--- config.mk ---
export PLATFORM = sky130hd
export DESIGN_NAME = dac_clksrc_autocfg
export DESIGN_NICKNAME = d
export VERILOG_FILES = /design/src/rtl/dacclk_pkg.sv /design/src/rtl/dacclk_route_decode.sv /design/src/rtl/dacclk_src_arbiter.sv /design/src/rtl/dacclk_pwr_default.sv /design/src/rtl/dac_clksrc_autocfg.sv
export SDC_FILE = /design/constraint.sdc
export NUM_CORES = 1
export LEC_CHECK = 0
export ABC_AREA = 1
export BUFFER_PORTS_ARGS = -buffer_cell sky130_fd_sc_hd__buf_2
export CAP_MARGIN = 0
export CORE_AREA = 2 2 39 41
export CTS_CLUSTER_SIZE = 30
export DETAILED_ROUTE_END_ITERATION = 10
export DIE_AREA = 0 0 41 43
export GPL_TIMING_DRIVEN = 1
export MAX_ROUTING_LAYER = met4
export REMOVE_ABC_BUFFERS = 1
export SYNTH_ARGS = -nofsm -noshare
export SYNTH_HDL_FRONTEND = slang
export SYNTH_SLANG_ARGS = --single-unit
--- constraint.sdc ---
create_clock -name clk -period 1 [get_ports clk]
set_input_delay 0.2 -clock clk [delete_from_list [all_inputs] [get_ports clk]]
set_output_delay 0.2 -clock clk [all_outputs]
set_load 0.05 [all_outputs]
--- src/rtl/dacclk_pkg.sv ---
// Package: shared encodings for the DAC clock source autoconfiguration.
// Assumes a 2-bit routing code per DAC channel and a 2-bit clock select.
package dacclk_pkg;

    localparam int ROUTE_W = 2;
    localparam int SEL_W   = 2;

    // Clock source codes driven to the downstream clock multiplexer.
    typedef enum logic [SEL_W-1:0] {
        CLK_MASTER = 2'b00,
        CLK_PLLA   = 2'b01,
        CLK_PLLB   = 2'b10,
        CLK_RSVD   = 2'b11
    } clk_src_e;

    // Data source for one DAC channel.
    typedef enum logic [ROUTE_W-1:0] {
        RT_PARALLEL = 2'b00,
        RT_SERIAL   = 2'b01,
        RT_SPDIF    = 2'b10,
        RT_ALT_PAR  = 2'b11
    } route_e;

endpackage

--- src/rtl/dacclk_route_decode.sv ---
// Module: decodes the per-channel routing bus into the single fact the
// clock policy depends on: channel 1 takes its data from the S/PDIF receiver.
// Assumes channel 1 occupies the lowest routing field. The other fields are
// accepted so the bus is whole, but they do not change the decision.
module dacclk_route_decode
    import dacclk_pkg::*;
#(
    parameter int NUM_DAC = 3
) (
    input  logic [NUM_DAC*ROUTE_W-1:0] route_i,
    output logic                       primary_spdif_o
);

    localparam int BUS_W = NUM_DAC * ROUTE_W;

    route_e primary_route;

    // Pick out the channel 1 routing field.
    always_comb begin
        primary_route = route_e'(route_i[ROUTE_W-1:0]);
    end

    // Flag S/PDIF routing of channel 1; code 11 is handled as parallel.
    always_comb begin
        primary_spdif_o = (primary_route == RT_SPDIF);
    end

    // The secondary routing fields do not enter the clock decision.
    logic unused_secondary_routes;
    generate
        if (NUM_DAC > 1) begin : g_sec
            assign unused_secondary_routes = ^route_i[BUS_W-1:ROUTE_W];
        end else begin : g_nosec
            assign unused_secondary_routes = 1'b0;
        end
    endgenerate

endmodule

--- src/rtl/dacclk_src_arbiter.sv ---
// Module: chooses between the routing-driven clock and the manual select,
// and raises the reserved-code and unavailable-PLL flags.
// Assumes both PLL clocks are unavailable while the S/PDIF receiver runs;
// any rejected manual choice falls back to the master clock.
module dacclk_src_arbiter
    import dacclk_pkg::*;
(
    input  logic             primary_spdif_i,
    input  logic             ovr_en_i,
    input  logic [SEL_W-1:0] ovr_sel_i,
    input  logic             spdif_active_i,
    output clk_src_e         sel_next_o,
    output logic             invalid_next_o,
    output logic             reserved_next_o
);

    clk_src_e auto_sel;
    clk_src_e manual_sel;
    logic     manual_is_pll;

    // Routing policy: S/PDIF on channel 1 needs PLL A, otherwise master clock.
    always_comb begin
        auto_sel = primary_spdif_i ? CLK_PLLA : CLK_MASTER;
    end

    // Classify the manual request.
    always_comb begin
        manual_sel    = clk_src_e'(ovr_sel_i);
        manual_is_pll = (manual_sel == CLK_PLLA) || (manual_sel == CLK_PLLB);
    end

    // Final select and error flags; rejected requests fall back to master.
    always_comb begin
        sel_next_o      = auto_sel;
        invalid_next_o  = 1'b0;
        reserved_next_o = 1'b0;
        if (ovr_en_i) begin
            if (manual_sel == CLK_RSVD) begin
                sel_next_o      = CLK_MASTER;
                reserved_next_o = 1'b1;
            end else if (manual_is_pll && spdif_active_i) begin
                sel_next_o     = CLK_MASTER;
                invalid_next_o = 1'b1;
            end else begin
                sel_next_o = manual_sel;
            end
        end
    end

    // a rejected manual request never reaches the multiplexer.
    always_comb begin
        a_r7_reject_is_master: assert (!(invalid_next_o || reserved_next_o)
                                       || sel_next_o == CLK_MASTER);
    end

endmodule

--- src/rtl/dacclk_pwr_default.sv ---
// Module: default power-down flags for each DAC channel.
// Assumes channel 1 is never powered down by this block. The secondary
// channels go down only under S/PDIF routing of channel 1 with no override.
module dacclk_pwr_default #(
    parameter int NUM_DAC = 3
) (
    input  logic               primary_spdif_i,
    input  logic               ovr_en_i,
    output logic [NUM_DAC-1:0] pwr_dn_next_o
);

    // One flag per channel; channel 1 is always kept up.
    genvar ch;
    generate
        for (ch = 0; ch < NUM_DAC; ch++) begin : g_ch
            if (ch == 0) begin : g_primary
                assign pwr_dn_next_o[ch] = 1'b0;
            end else begin : g_secondary
                assign pwr_dn_next_o[ch] = primary_spdif_i & ~ovr_en_i;
            end
        end
    endgenerate

endmodule

--- src/rtl/dac_clksrc_autocfg.sv ---
// Module: top of the DAC clock source autoconfiguration. Decodes the routing,
// arbitrates automatic against manual selection, and registers the select
// code, power-down flags and error flags. Outputs follow the inputs by one clock.
// Assumes all inputs are synchronous to clk; reset is synchronous, active low.
module dac_clksrc_autocfg
    import dacclk_pkg::*;
#(
    parameter int NUM_DAC = 3
) (
    input  logic                       clk,
    input  logic                       rst_n,
    input  logic [NUM_DAC*ROUTE_W-1:0] route_i,
    input  logic                       ovr_en_i,
    input  logic [SEL_W-1:0]           ovr_sel_i,
    input  logic                       spdif_active_i,
    output logic [SEL_W-1:0]           clk_sel_o,
    output logic [NUM_DAC-1:0]         pwr_dn_o,
    output logic                       sel_invalid_o,
    output logic                       sel_reserved_o
);

    logic               primary_spdif;
    clk_src_e           sel_next;
    logic               invalid_next;
    logic               reserved_next;
    logic [NUM_DAC-1:0] pwr_dn_next;

    dacclk_route_decode #(.NUM_DAC(NUM_DAC)) u_decode (
        .route_i         (route_i),
        .primary_spdif_o (primary_spdif)
    );

    dacclk_src_arbiter u_arb (
        .primary_spdif_i (primary_spdif),
        .ovr_en_i        (ovr_en_i),
        .ovr_sel_i       (ovr_sel_i),
        .spdif_active_i  (spdif_active_i),
        .sel_next_o      (sel_next),
        .invalid_next_o  (invalid_next),
        .reserved_next_o (reserved_next)
    );

    dacclk_pwr_default #(.NUM_DAC(NUM_DAC)) u_pwr (
        .primary_spdif_i (primary_spdif),
        .ovr_en_i        (ovr_en_i),
        .pwr_dn_next_o   (pwr_dn_next)
    );

    // Output register: reset to master clock, all channels up, no flags.
    always_ff @(posedge clk) begin
        if (!rst_n) begin
            clk_sel_o      <= CLK_MASTER;
            pwr_dn_o       <= '0;
            sel_invalid_o  <= 1'b0;
            sel_reserved_o <= 1'b0;
        end else begin
            clk_sel_o      <= sel_next;
            pwr_dn_o       <= pwr_dn_next;
            sel_invalid_o  <= invalid_next;
            sel_reserved_o <= reserved_next;
        end
    end

    // reset puts every output in its idle state.
    a_r1_reset_idle: assert property (@(posedge clk)
        !rst_n |=> (clk_sel_o == 2'b00 && pwr_dn_o == '0
                    && !sel_invalid_o && !sel_reserved_o));

    // S/PDIF routing of channel 1 without override selects PLL A.
    a_r3_auto_plla: assert property (@(posedge clk) disable iff (!rst_n)
        (!ovr_en_i && route_i[1:0] == 2'b10) |=> clk_sel_o == 2'b01);

    // channel 1 is never powered down.
    a_r4_primary_up: assert property (@(posedge clk) disable iff (!rst_n)
        1'b1 |=> !pwr_dn_o[0]);

    // reserved manual code lands on the master clock with its flag.
    a_r6_reserved: assert property (@(posedge clk) disable iff (!rst_n)
        (ovr_en_i && ovr_sel_i == 2'b11) |=> (clk_sel_o == 2'b00 && sel_reserved_o));

    // manual PLL while the receiver runs is flagged and rejected.
    a_r7_pll_unavailable: assert property (@(posedge clk) disable iff (!rst_n)
        (ovr_en_i && spdif_active_i && (ovr_sel_i == 2'b01 || ovr_sel_i == 2'b10))
        |=> (clk_sel_o == 2'b00 && sel_invalid_o));

    // override keeps every channel powered.
    a_r8_override_no_pd: assert property (@(posedge clk) disable iff (!rst_n)
        ovr_en_i |=> pwr_dn_o == '0);

    // outputs hold when inputs held stable across two edges.
    a_r9_hold: assert property (@(posedge clk) disable iff (!rst_n)
        ($stable(route_i) && $stable(ovr_en_i) && $stable(ovr_sel_i)
         && $stable(spdif_active_i) && $past(rst_n)) |=> $stable(clk_sel_o));

    // the two error flags never coexist.
    a_r7_flags_exclusive: assert property (@(posedge clk) disable iff (!rst_n)
        !(sel_invalid_o && sel_reserved_o));

endmodule

==> flow_metrics.env, run 1 <==
export IMPL_min_path_type="input pin to flip-flop"
export IMPL_required_ns=0.80
export IMPL_final_cell_mix="clkbuf_4 (8), buf_2 (8), dfxtp_1 (5)"
export IMPL_slowest_delay_ns=0.29
export IMPL_coreArea_um2=1380
export IMPL_vias_per_cell=3.37
export IMPL_drt_initial_drc_count=0
export IMPL_syn2layout_area_growth_pct=56.5
export IMPL_drive_above_1_share_pct=47.4
export IMPL_clk_path_buf_depth=2
export IMPL_seqPwrFrac_pct=40.7
export IMPL_min_period_ns=0.974
export IMPL_hold_violations=0
export IMPL_boundaryPins=19
export IMPL_path_buf_inv=1
export IMPL_total_switching_power_w=0.000130
export IMPL_rsz0062_at_grt="true"
export IMPL_seq_area_um2=100
export IMPL_synth_seq_cells=5
export IMPL_p_leak_nw=0.165
export IMPL_fin_nets=52
export IMPL_maxCapViolations=0
export IMPL_power_frac_clock_pct=43.0
export IMPL_gr_usage_all_layers_pct=4.94
export IMPL_worstHoldStart="ovr_sel_i[1]"
export IMPL_cts_made_buffers=3
export IMPL_die_w_um=41
export IMPL_critPathKind="flip-flop to output pin"
export IMPL_grt_pass1_wl_um=510
export IMPL_yosysWarnings=0
export IMPL_multi_input_area_um2=66.3
export IMPL_synth_top_cell_area_share_pct=51.9
export IMPL_gp_congestion=0.583
export IMPL_fmax_ghz=1.03
export IMPL_avgSynthCellArea_um2=8.38
export IMPL_cp_arrival_ns=0.77
export IMPL_grt_pass1_vias=165
export IMPL_grt_max_degree=4
export IMPL_root_buffer="clkbuf_4"
export IMPL_pwr_share_comb_pct=16.3
export IMPL_antenna_found_initial=0
export IMPL_path_max_fanout=1
export IMPL_port_buffers=13
export IMPL_wl_um=336
export IMPL_critical_path_top_delay_family="flip-flops"
export IMPL_power_w=0.000513
export IMPL_dr_pass1_iters=1
export IMPL_crit_chain="buf_2"
export IMPL_critPathCapture="sel_reserved_o"
export IMPL_cts_max_level=1
export IMPL_netlist_area_um2=193
export IMPL_hpwlAfterDp_um=302
export IMPL_yosys_top_cells_area="dfxtp_1 (52%), buf_4 (7.8%), ha_1 (6.5%)"
export IMPL_cts_setup_buffers=0
export IMPL_ir_drop_uv=262
export IMPL_overflow=0
export IMPL_std_cell_rows=14
export IMPL_drc_errors=0
export IMPL_start_util_pct=13.9
export IMPL_clk_pin_slew_ns=0.04
export IMPL_swShare_pct=25.2
export IMPL_setup_viol=0
export IMPL_cp_end_kind="output pin"
export IMPL_intPower_w=0.000383
export IMPL_startpoint="sel_reserved_o"
export IMPL_antenna_left=0
export IMPL_synth_cell_type_count=11
export IMPL_p_per_area_nw_per_um2=1700
export IMPL_drv_slew=0
export IMPL_wire_per_inst_um=6.22
export IMPL_fin_crit_sh_pct=97.4
export IMPL_netlist_instances=23
export IMPL_cts_tree="done"
export IMPL_cts_sinks=5
export IMPL_whs_path_depth=3
export IMPL_die_area_um2=1760
export IMPL_diodes=0
export IMPL_slowest_stage="dfxtp_1"
export IMPL_cp_start_kind="flip-flop"
export IMPL_dp_cells=50
export IMPL_fillers=165
export IMPL_whs_ns=0.196
export IMPL_synth_largest_area_cell="dfxtp_1"
export IMPL_cp_num_cells=1
export IMPL_vias=182
export IMPL_status="completed"
export IMPL_synth_seq_area_share_pct=51.9
export IMPL_stdcell_count=54
export IMPL_die_height_um=43
-- sequential cells by signal, summed over array words and instances (netlist names) --
register,count
sel_reserved_o,1
clk_sel_o,2
sel_invalid_o,1
pwr_dn_o,1
-- power by group through the flow --
stage	Combinational (W)	Clock, W	Sequential, W
finish	0.0000836	0.000220	0.000209
global route	0.0000924	0.000236	0.000209
CTS	0.0000817	0.000232	0.000209
detailed placement	0.0000814	0	0.000212
global placement	0.0000795	0	0.000212
floorplan	0.0000257	0	0.000241
-- per-layer routing --
metal	vias to the layer above	global-route usage, %	routed length (um)
met2	7	8.44	214
met3	0	0	27
met1	79	2.89	95
met5	-	-	0
li1	96	-	-
met4	0	8.00	0
-- kinds of logic after synthesis --
group         synth area share [%]
simple gates                  26.0
buf+inv                       13.6
fa+ha+maj                     6.49
flops                         52.0
other cells                   1.95
-- repair_timing --
action	CTS	global route
hold buffers	0	0
gates resized for setup	0	5
hold endpoints to repair	0	0
setup endpoints to repair	2	5
-- through the flow --
step / setup TNS [ns] / utilization [%] / instance area [um2] / setup WS, ns
floorplan: -0.218 / - / 178 / -0.109
global placement: 0 / 19.0 / 263 / 0.104
detailed placement: 0 / 19.0 / 263 / 0.0851
CTS: -0.0142 / 20.9 / 289 / -0.00723
global route: -0.0160 / 21.8 / 302 / -0.00840
finish: 0 / 21.8 / 302 / 0.0257
-- synthesized netlist by cell type (all sizes together) --
master  number
conb         1
buf          2
nor3         1
inv          3
ha           1
dfxtp        5
nor2         4
nand3        2
nand2        4
-- final cells by class --
class	count	share of cell area (%)
clock buffer	4	8.71
inverter	3	3.73
multi-input combinational	13	22.0
sequential	5	33.2
tap	16	6.64
timing repair buffer	13	25.7
-- worst min path at each step --
| stage | to |
|---|---|
| after floorplan | clk_sel_o[1] |
| after global placement | clk_sel_o[1] |
| after detailed placement | clk_sel_o[1] |
| after CTS | clk_sel_o[1] |
| after global routing | clk_sel_o[1] |
| final | clk_sel_o[1] |
No activity file was read; power rests on OpenSTA's default activity.
==> inputs of run 2 (changes only) <==
GPL_TIMING_DRIVEN = 0   (was 1)
clock period = 0.9 ns   (was 1 ns; I/O delays follow)
==> run 2 against run 1 <==
Against the previous run: sequential cell count stayed put; non-clock buffer count stayed put; largest power group unchanged; sequential power is 12% higher; die area stayed put; cell area is 10% higher; count of clock-buffer cells in the layout stayed put; power is 13% higher; global-route usage stayed put; critical path depth stayed put; worst setup slack worse by 0.024 ns; utilization is 2.2 points higher.
==> flow_metrics.env, run 2 (same netlist as run 1, synthesis figures left out) <==
export IMPL_fin_nets=52
export IMPL_critPathKind="flip-flop to output pin"
export IMPL_slowest_stage="dfxtp_2"
export IMPL_rsz0062_at_grt="true"
export IMPL_path_max_fanout=2
export IMPL_ir_drop_uv=293
export IMPL_fmax_ghz=1.11
export IMPL_overflow=0
export IMPL_worstHoldStart="ovr_sel_i[1]"
export IMPL_cts_setup_buffers=0
export IMPL_grt_pass1_vias=165
export IMPL_antenna_left=0
export IMPL_hold_buffers=0
export IMPL_maxCapViolations=0
export IMPL_clk_path_buf_depth=2
export IMPL_largest_register_ffs=2
export IMPL_cp_arrival_ns=0.72
export IMPL_drt_initial_drc_count=0
export IMPL_finish_instance_area_um2=332
export IMPL_cp_end_kind="output pin"
export IMPL_cp_start_kind="flip-flop"
export IMPL_std_cell_rows=14
export IMPL_slowest_delay_ns=0.33
export IMPL_hpwlAfterDp_um=302
export IMPL_cts_made_buffers=3
export IMPL_diodes=0
export IMPL_cts_resized=13
export IMPL_dr_pass1_iters=1
export IMPL_vias=183
export IMPL_p_per_area_nw_per_um2=1750
export IMPL_die_height_um=43
export IMPL_path_buf_inv=1
export IMPL_required_ns=0.72
export IMPL_critical_path_top_delay_family="flip-flops"
export IMPL_gr_usage_all_layers_pct=4.94
export IMPL_regMostFlops="clk_sel_o"
export IMPL_grt_pass1_wl_um=510
export IMPL_start_util_pct=13.9
export IMPL_drv_slew=0
export IMPL_final_common_cell="buf_2"
export IMPL_syn2layout_area_growth_pct=72.1
export IMPL_wire_per_inst_um=6.35
export IMPL_min_period_ns=0.898
export IMPL_die_area_um2=1760
export IMPL_root_buffer="clkbuf_4"
export IMPL_preCtsSetupSlack_ns=0.00513
export IMPL_setup_viol=0
export IMPL_cts_sinks=5
export IMPL_fin_crit_sh_pct=99.8
export IMPL_stdcell_count=54
export IMPL_post_dp_cell_area_um2=263
export IMPL_startpoint="pwr_dn_o[1]"
export IMPL_boundaryPins=19
export IMPL_wl_um=343
export IMPL_crit_chain="buf_6"
export IMPL_cts_max_level=1
export IMPL_layout_setup_ws_ns=0.00186
export IMPL_cts_tree="done"
export IMPL_drive_above_1_share_pct=57.9
export IMPL_drc_errors=0
export IMPL_gp_congestion=0.583
export IMPL_final_cell_mix="buf_2 (7), buf_6 (6), dfxtp_2 (4)"
export IMPL_min_path_type="input pin to flip-flop"
export IMPL_dp_cells=50
export IMPL_grt_max_degree=4
export IMPL_coreArea_um2=1380
export IMPL_p_leak_nw=0.174
export IMPL_antenna_found_initial=0
export IMPL_clk_pin_slew_ns=0.04
export IMPL_vias_per_cell=3.39
export IMPL_hold_violations=0
export IMPL_port_buffers=13
export IMPL_status="completed"
export IMPL_die_w_um=41
## run 2: changes by cell type in the layout (fill, tap and decap cells not counted)
cell,before,now
buf_2,8,7
buf_6,0,6
clkbuf_4,8,3
dfxtp_1,5,1
dfxtp_2,0,4
## run 2: report_power, final
group | internal [W] | leakage [nW] | switching (W) | total, W
sequential | 0.000232 | 0.0425 | 0.00000359 | 0.000235
clock | 0.000167 | 0.0150 | 0.0000792 | 0.000246
combinational | 0.0000361 | 0.116 | 0.0000642 | 0.000100
## run 2: final cells by class
type                    count  area, um2
fillers                   162       1050
well taps                  16       20.0
repair buffers             13        103
inverters                   3       11.3
clock buffers               4       26.3
multi-input cells          13       66.3
flip-flops and latches      5        105
## run 2: path summary, 6_finish.rpt
path,end,slack [ns],cells after the start
setup / recovery,pwr_dn_o[1],0.002,1
hold / removal,clk_sel_o[1],0.17,3
## run 2: metrics by stage
step	power, W	hold WS [ns]	util, %	setup TNS, ns
after detailed placement	0.000326	0.424	19.0	0
final	0.000582	0.171	24.0	0
after CTS	0.000593	0.171	23.7	-0.0176
after floorplan	0.000297	0.291	-	-0.378
after global routing	0.000609	0.189	24.0	-0.0451
after global placement	0.000324	0.414	19.0	0
## run 2: routing by layer
| metal | vias to the layer above | wire length, um | GRT usage [%] |
|---|---|---|---|
| met2 | 7 | 226 | 8.44 |
| met5 | - | 0 | - |
| li1 | 96 | - | - |
| met4 | 0 | 0 | 8.00 |
| met3 | 0 | 22 | 0 |
| met1 | 80 | 94 | 2.89 |
==> inputs of run 3 (changes only) <==
RECOVER_POWER = 50   (was not set)
==> run 3 against run 2 <==
Against the previous run: global-route usage is the same; non-clock buffer count is the same; die area is the same; power shrank 0.19%; largest cell class unchanged; highest routed layer unchanged.
==> flow_metrics.env, run 3 (same netlist as run 1, synthesis figures left out) <==
export IMPL_status="completed"
export IMPL_grt_max_degree=4
export IMPL_std_cell_rows=14
export IMPL_cp_arrival_ns=0.72
export IMPL_start_util_pct=13.9
export IMPL_dp_cells=50
export IMPL_regMostFlops="clk_sel_o"
export IMPL_final_cell_mix="buf_6 (6), buf_2 (5), dfxtp_2 (4)"
export IMPL_root_buffer="clkbuf_4"
export IMPL_vias=183
export IMPL_fmax_ghz=1.11
export IMPL_met1Wirelength_um=98
export IMPL_whs_path_depth=3
export IMPL_antenna_found_initial=0
export IMPL_die_height_um=43
export IMPL_cts_tree="done"
export IMPL_gr_usage_all_layers_pct=4.94
export IMPL_worstHoldStart="ovr_sel_i[1]"
export IMPL_cts_setup_buffers=0
export IMPL_preCtsSetupSlack_ns=0.00513
export IMPL_die_area_um2=1760
export IMPL_boundaryPins=19
export IMPL_wl_met2_um=226
export IMPL_drc_errors=0
export IMPL_diodes=0
export IMPL_cp_end_kind="output pin"
export IMPL_grt_pass1_vias=165
export IMPL_fin_tns_setup_ns=0
export IMPL_dr_pass1_iters=1
export IMPL_cts_sinks=5
export IMPL_cts_made_buffers=3
export IMPL_crit_chain="buf_6"
export IMPL_layout_setup_ws_ns=0.00186
export IMPL_critPathKind="flip-flop to output pin"
export IMPL_path_max_fanout=2
export IMPL_hold_buffers=0
export IMPL_cp_start_kind="flip-flop"
export IMPL_min_path_type="input pin to flip-flop"
export IMPL_p_leak_nw=0.168
export IMPL_coreArea_um2=1380
export IMPL_rsz0062_at_grt="true"
export IMPL_drt_initial_drc_count=0
export IMPL_slowest_delay_ns=0.33
export IMPL_highest_signal_layer="met3"
export IMPL_fin_nets=52
export IMPL_die_w_um=41
export IMPL_antenna_left=0
export IMPL_final_common_cell="buf_6"
export IMPL_port_buffers=13
export IMPL_drive_above_1_share_pct=52.6
export IMPL_setup_viol=0
export IMPL_overflow=0
export IMPL_required_ns=0.72
export IMPL_wl_um=347
export IMPL_hold_violations=0
export IMPL_cts_max_level=1
export IMPL_slowest_stage="dfxtp_2"
export IMPL_clk_path_buf_depth=2
export IMPL_wire_per_inst_um=6.43
export IMPL_grt_pass1_wl_um=510
export IMPL_wl_met3_um=22
export IMPL_whs_ns=0.171
export IMPL_hold_end="clk_sel_o[1]"
export IMPL_drv_slew=0
export IMPL_ir_drop_uv=293
export IMPL_path_buf_inv=1
export IMPL_critical_path_top_delay_family="flip-flops"
export IMPL_p_per_area_nw_per_um2=1760
export IMPL_vias_per_cell=3.39
export IMPL_gp_congestion=0.583
export IMPL_largest_register_ffs=2
export IMPL_syn2layout_area_growth_pct=70.8
export IMPL_stdcell_count=54
export IMPL_fin_crit_sh_pct=99.8
export IMPL_hpwlAfterDp_um=302
export IMPL_min_period_ns=0.898
export IMPL_maxCapViolations=0
export IMPL_clk_pin_slew_ns=0.04
## run 3: power by group
group	internal, W	total, W	switching, W
combinational	0.0000349	0.0000992	0.0000643
clock	0.000167	0.000246	0.0000792
sequential	0.000232	0.000235	0.00000359
total	0.000433	0.000580	0.000147
## run 3: area by class of cell
class,instances,area (um2)
tap,16,20.0
clock buffer,4,26.3
fill,164,1050
timing repair buffer,13,100
sequential,5,105
inverter,3,11.3
multi-input combinational,13,66.3
## run 3: metal layers
layer	track usage, %	vias to the layer above
met5	-	-
met4	8.00	0
met3	0	0
met2	8.44	7
met1	2.89	80
li1	-	96
## run 3: what timing repair did
action                     4_1_cts  5_1_grt
hold endpoints to repair         0        0
resized for setup               13        3
setup endpoints to repair        6        5
## run 3: worst max-delay path by stage
stage	depth (start not counted)	startpoint	slack (ns)	end
after floorplan	0	pwr_dn_o[1]	-0.19	pwr_dn_o[1]
after global placement	5	ovr_sel_i[0]	0.02	clk_sel_o[0]
after detailed placement	4	ovr_sel_i[0]	0.005	sel_invalid_o
after CTS	1	pwr_dn_o[1]	-0.009	pwr_dn_o[2]
after global routing	1	pwr_dn_o[1]	-0.02	pwr_dn_o[2]
final	1	pwr_dn_o[1]	0.002	pwr_dn_o[1]
## run 3: metrics by stage
stage          utilization [%]  power, W  cell area [um2]
2_1_floorplan                -  0.000297              178
3_3_place_gp              19.0  0.000324              263
3_5_place_dp              19.0  0.000326              263
4_1_cts                   23.7  0.000593              328
5_1_grt                   23.8  0.000608              329
6_report                  23.8  0.000580              329
